===== src/rtl/clk_waithold_div.sv =====
module clk_waithold_div #(
  parameter int CNT_W  = 4,
  parameter int DATA_W = 32
) (
  input  logic              clk,
  input  logic              rst_n,
  input  logic              wr_en,
  input  logic [DATA_W-1:0] wr_data,
  output logic [DATA_W-1:0] cfg_rdata,
  output logic              div_out
);
  localparam int WAIT_LSB = 16;
  localparam int HOLD_LSB = 20;
  localparam int BYP_BIT  = 24;
  localparam int UPD_BIT  = 25;

  logic [CNT_W-1:0] wait_cfg, hold_cfg, wait_act, hold_act, cnt;
  logic             byp_cfg, byp_act, pend, q;

  wire [CNT_W-1:0] limit    = q ? wait_act : hold_act;
  wire             at_end   = (cnt == limit);
  wire             boundary = !q && at_end;

  always_ff @(posedge clk) begin
    if (!rst_n) begin
      wait_cfg <= '0;
      hold_cfg <= '0;
      byp_cfg  <= 1'b0;
    end else if (wr_en) begin
      wait_cfg <= wr_data[WAIT_LSB +: CNT_W];
      hold_cfg <= wr_data[HOLD_LSB +: CNT_W];
      byp_cfg  <= wr_data[BYP_BIT];
    end
  end

  always_ff @(posedge clk) begin
    if (!rst_n)                        pend <= 1'b0;
    else if (wr_en && wr_data[UPD_BIT]) pend <= 1'b1;
    else if (boundary)                 pend <= 1'b0;
  end

  always_ff @(posedge clk) begin
    if (!rst_n) begin
      q        <= 1'b1;
      cnt      <= '0;
      wait_act <= '0;
      hold_act <= '0;
      byp_act  <= 1'b0;
    end else begin
      cnt <= at_end ? '0 : cnt + 1'b1;
      if (at_end) q <= !q;
      if (boundary) begin
        byp_act <= byp_cfg;
        if (pend) begin
          wait_act <= wait_cfg;
          hold_act <= hold_cfg;
        end
      end
    end
  end

  always_comb begin
    cfg_rdata                     = '0;
    cfg_rdata[WAIT_LSB +: CNT_W]  = wait_cfg;
    cfg_rdata[HOLD_LSB +: CNT_W]  = hold_cfg;
    cfg_rdata[BYP_BIT]            = byp_cfg;
    cfg_rdata[UPD_BIT]            = pend;
  end

  assign div_out = byp_act ? clk : q;
endmodule



===== config.mk =====
export PLATFORM = sky130hd
export DESIGN_NAME = clk_waithold_div
export DESIGN_NICKNAME = d
export VERILOG_FILES = /design/src/rtl/clk_waithold_div.sv
export SDC_FILE = /design/constraint.sdc
export NUM_CORES = 1
export LEC_CHECK = 0
export ABC_CLOCK_PERIOD_IN_PS = 2020
export BUFFER_PORTS_ARGS = -buffer_cell sky130_fd_sc_hd__buf_2
export CAP_MARGIN = 20
export CORE_ASPECT_RATIO = 1.1
export CORE_MARGIN = 2
export CORE_UTILIZATION = 43
export CTS_CLUSTER_DIAMETER = 200
export CTS_CLUSTER_SIZE = 40
export DETAILED_ROUTE_END_ITERATION = 7
export PLACE_DENSITY = 0.8
export SLEW_MARGIN = 20
export SYNTH_ARGS = -nofsm -noshare
export SYNTH_HDL_FRONTEND = slang
export SYNTH_SLANG_ARGS = --single-unit

===== constraint.sdc =====
create_clock -name clk -period 2.02 [get_ports clk]
set_input_delay 0.303 -clock clk [delete_from_list [all_inputs] [get_ports clk]]
set_output_delay 0.303 -clock clk [all_outputs]
set_load 0.005 [all_outputs]

==> impl_metrics.yaml, run 1 <==
global_route:
  gr-total-overflow: 0
  grt_antenna_before_repair: 0
  grt_pass1_vias: 713
  grt_util_all_layers_pct: 14.2
  grt_max_degree: 33
  grt_pass1_wl_um: 2940
clock_tree:
  worstSkewPairLatency_ps: 430
  ctsResizeCount: 0
  cts_tree: "built"
  cts_setup_buffers: 0
  clkSlewWorstSetupHoldPaths_ps: 120
  cts_hold_buf: 0
cells_and_area:
  layout_common_cells: "dfxtp_1, buf_2, mux2i_1, conb_1, nand2_1"
  multi_input_area_um2: 584
  layout-drive-gt1-share_pct: 23.6
  fin_area_um2: 1280
  fin_cells: 181
  seq_area_um2: 480
  nets: 186
  post-route-util_pct: 47.0
  final_common_cell: "dfxtp_1"
  area_growth_pct: 6.45
  diodes: 0
  fillCellCount: 249
critical_path:
  required_ps: 1720
  reg2regPathDepth: 6
  reg2reg_to: "hold_act[3]"
  critPathLaunch: "clk"
  r2r_slack_ps: 140
  arrival_ps: 1610
  critPathKind: "clock port to output pin"
  cp-end-kind: "output pin"
  path_max_fanout: 2
  r2r-start: "q"
  startpoint_type: "clock port"
drt:
  drtIter0Drc: 20
  wl_per_cell_um: 10.4
  num_vias: 803
  postRouteAntennaNets: 0
  wl_um: 1890
  first_pass_iters: 4
  via_per_inst: 4.44
  drc: 0
logic_synthesis:
  synth-seq-cells: 24
  avgSynthCellArea_um2: 9.55
  synth_area_um2: 1200
  yosys.area.top_type: "dfxtp_1"
  ys_seq_area_share_pct: 39.9
  synth.yosys.warnings: 0
  netlist_top_cells_area: "dfxtp_1, mux2i_1, buf_4"
  ys_types: 19
  yosys.area.top_type_share_pct: 39.9
  syn_inst: 126
floorplanning:
  fp.dieW_um: 54.4
  ios: 68
  num_rows: 20
  core_area_um2: 2730
  start_util_pct: 44.1
  fp.dieArea_um2: 3240
  die_h_um: 59.5
job:
  maxCapViolations: 0
placement:
  dp_cells: 175
  place_worst_setup_slack_ps: 146
  gp_congestion: 0.708
  hpwl_um: 1400
  place_area_um2: 1240
  port_buffers: 23
timing:
  finalSetupViolations: 0
  slew_viol_final: 0
  hold_viol: 0
  setup_tns_ps: 0
  holdWs_ps: 100
  rsz0062_at_grt: "no"
  worst_clock_skew_ps: 2.82
  setup_slack_ps: 107
worst_hold_path:
  min_path_cells: 3
  worstHoldPathType: "input port to flop"
  hold_start: "wr_data[25]"
  holdPathEnd: "pend"
pwr:
  power_mw: 0.929
  vdd_drop_max_uv: 524
  p_leak_nw: 0.599
  powerDensity_nw_per_um2: 725
status:
  status: "completed"
[power by group]
part / switching (mW) / internal, mW
combinational: 0.0572 / 0.0559
sequential: 0.0222 / 0.494
clock: 0.158 / 0.142
total: 0.237 / 0.692
[routing by layer]
layer	vias up	part of all wire (%)	routed length [µm]	track usage [%]
met3	7	5.8	110	5.56
met4	0	5.0	94	19.6
li1	407	-	-	-
met5	-	0	0	0
met1	354	40	747	13.2
met2	35	50	938	20.0
[worst max path at each step]
stage,depth (start not counted),slack [ps],end
6_report,4,110,div_out
4_1_cts,4,100,div_out
3_5_place_dp,6,150,hold_act[3]
5_1_grt,6,2,wait_act[2]
2_1_floorplan,7,440,hold_act[0]
3_3_place_gp,6,230,wait_act[1]
[state kept, by name, summed over array words and instances (netlist names)]
name	count
hold_act	4
pend	1
byp_cfg	1
cnt	4
wait_act	4
wait_cfg	4
hold_cfg	4
byp_act	1
q	1
[critical path, cell delays in order]
cell      delay [ps]
clkbuf_4         110
clkbuf_4         120
mux2_2           250
buf_2            120
[synth_stat cells]
| library cell | n |
|---|---|
| nand3b_1 | 1 |
| xnor2_1 | 1 |
| nand4_2 | 1 |
| and3_2 | 1 |
| buf_4 | 24 |
| ha_1 | 1 |
| clkbuf_1 | 4 |
| mux2_2 | 1 |
| mux2i_1 | 22 |
| nand2_1 | 21 |
| nor3b_2 | 1 |
| o21ai_0 | 1 |
| xor2_1 | 5 |
| nor2b_1 | 9 |
| dfxtp_1 | 24 |
| conb_1 | 1 |
| nor2_1 | 4 |
| buf_6 | 2 |
| nand3_1 | 2 |
[logic make-up after synthesis]
group / Yosys count / synth area share [%]
flip-flops: 24 / 39.9
AND/OR/NAND/NOR: 40 / 16.6
buffers and inverters: 30 / 18.1
AO/OA/AOI/OAI: 1 / 0.415
adder cells (fa/ha/maj): 1 / 1.04
multiplexers: 23 / 19.2
other: 1 / 0.312
XOR/XNOR: 6 / 4.37
[layout make-up]
type	count	area share [%]
Timing Repair Buffer	24	9.77
Sequential cell	24	37.5
Tap cell	33	3.22
Multi-Input combinational cell	93	45.6
Clock buffer	7	3.91
No activity file was read; power rests on OpenSTA's default activity.
==> run 2, diff against run 1 <==
- PLACE_DENSITY: 0.8 -> 0.78
==> run 2 against run 1 <==
  * Utilization grew 0.87 points
  * Clock power is 50% higher
  * Die area did not move
  * Combinational power shrank 4%
  * Design area increased by 1.9%
  * Sequential share of layout area is 0.59 points lower
  * Sequential power is essentially flat
  * Flip-flop and latch count did not move
  * Final cell count unchanged
  * Register-to-register slack better by 110 ps
==> impl_metrics.yaml, run 2 (synthesized netlist as in run 1, its figures left out) <==
pwr:
  vdd_drop_max_uv: 521
  swShare_pct: 23.6
  clockPowerShare_pct: 41.7
  powerDensity_nw_per_um2: 823
  p_int_mw: 0.820
  p_leak_nw: 0.607
  switchingPower_mw: 0.253
  power.share.sequential_pct: 48.2
  combPwrFrac_pct: 10.1
cells_and_area:
  post-route-util_pct: 47.8
  layout-drive-gt1-share_pct: 24.3
  area_growth_pct: 8.42
  fin_area_um2: 1310
  diodes: 0
  nets: 185
  layout_common_cells: "dfxtp_1, buf_2, mux2i_1, conb_1, nand2_1"
  fin_cells: 181
job:
  maxCapViolations: 0
floorplanning:
  ios: 68
  fp.dieArea_um2: 3240
  num_rows: 20
  core_area_um2: 2730
  die_h_um: 59.5
  start_util_pct: 44.1
  fp.dieW_um: 54.4
placement:
  port_buffers: 23
  hpwl_um: 1300
  dp_cells: 174
  gp_congestion: 0.677
  place_area_um2: 1230
critical_path:
  critPathLaunch: "clk"
  startpoint_type: "clock port"
  r2r-start: "q"
  critPathKind: "clock port to output pin"
  required_ps: 1720
  cp-end-kind: "output pin"
  cp_common_cell: "clkbuf_4"
  slowest_delay_ps: 250
  arrival_ps: 1610
  slowest_stage: "mux2_2"
  path_max_fanout: 2
  path_cells: "clkbuf_4 -> clkbuf_4 -> mux2_2 -> buf_2"
worst_hold_path:
  worstHoldPathType: "input port to flop"
  hold_start: "wr_data[25]"
status:
  status: "completed"
timing:
  worst_clock_skew_ps: 7.62
  slew_viol_final: 0
  finalSetupViolations: 0
  rsz0062_at_grt: "no"
  setup_tns_ps: 0
  hold_viol: 0
drt:
  wl_um: 1830
  drtIter0Drc: 17
  via_per_inst: 4.44
  drc: 0
  wl_per_cell_um: 10.1
  first_pass_iters: 4
  num_vias: 803
  postRouteAntennaNets: 0
global_route:
  gr-total-overflow: 0
  grt_antenna_before_repair: 0
  grt_pass1_wl_um: 3030
  grt_pass1_vias: 714
  grt_util_all_layers_pct: 14.2
  grt_max_degree: 33
clock_tree:
  clkSlewWorstSetupHoldPaths_ps: 130
  worstSkewPairLatency_ps: 440
  cts_tree: "built"
-- run 2: power by group through the flow --
stage	registers, mW	logic [mW]	clock network, mW
floorplan	0.517	0.126	0.00550
global placement	0.526	0.105	0.00892
detailed placement	0.528	0.109	0.00892
CTS	0.517	0.109	0.462
global route	0.521	0.123	0.485
finish	0.517	0.108	0.448
-- run 2: final cells by class --
class	instances	area, µm²
clock buffers	7	50.0
clock inverters	1	30.0
fillers	266	1420
multi-input cells	93	584
flip-flops and latches	24	482
well taps	33	41.3
repair buffers	23	118
-- run 2: critical path, delay by kind of cell --
family	cells	cell delay, ps
buf+inv	3	350
mux	1	250
-- run 2: path summary, 6_finish.rpt --
| path | end | slack [ps] | cells past startpoint |
|---|---|---|---|
| max | div_out | 110 | 4 |
| min | pend | 90 | 3 |
| max reg2reg | hold_act[1] | 250 | 6 |
| min reg2reg | wait_act[0] | 470 | 2 |
-- run 2: through the flow --
step | setup WS, ps | hold WS, ps | power (mW)
finish | 105 | 93.8 | 1.07
global placement | 177 | 442 | 0.640
global route | 85.7 | 95.0 | 1.13
CTS | 90.3 | 89.5 | 1.09
detailed placement | 129 | 453 | 0.645
floorplan | 440 | 433 | 0.648
-- run 2: timing repair --
item                                    in CTS  in global routing
setup buffers                                0                  0
hold buffers                                 0                  0
gates resized for setup                      0                  1
endpoints found under the setup margin       0                  6
-- run 2: metal layers --
layer  part of all wire, %  wire length, µm  global-route usage (%)
met3                   6.3              115                    4.80
met5                     0                0                       0
met4                   4.2               76                    17.1
met2                    47              852                    18.8
met1                    43              783                    15.9
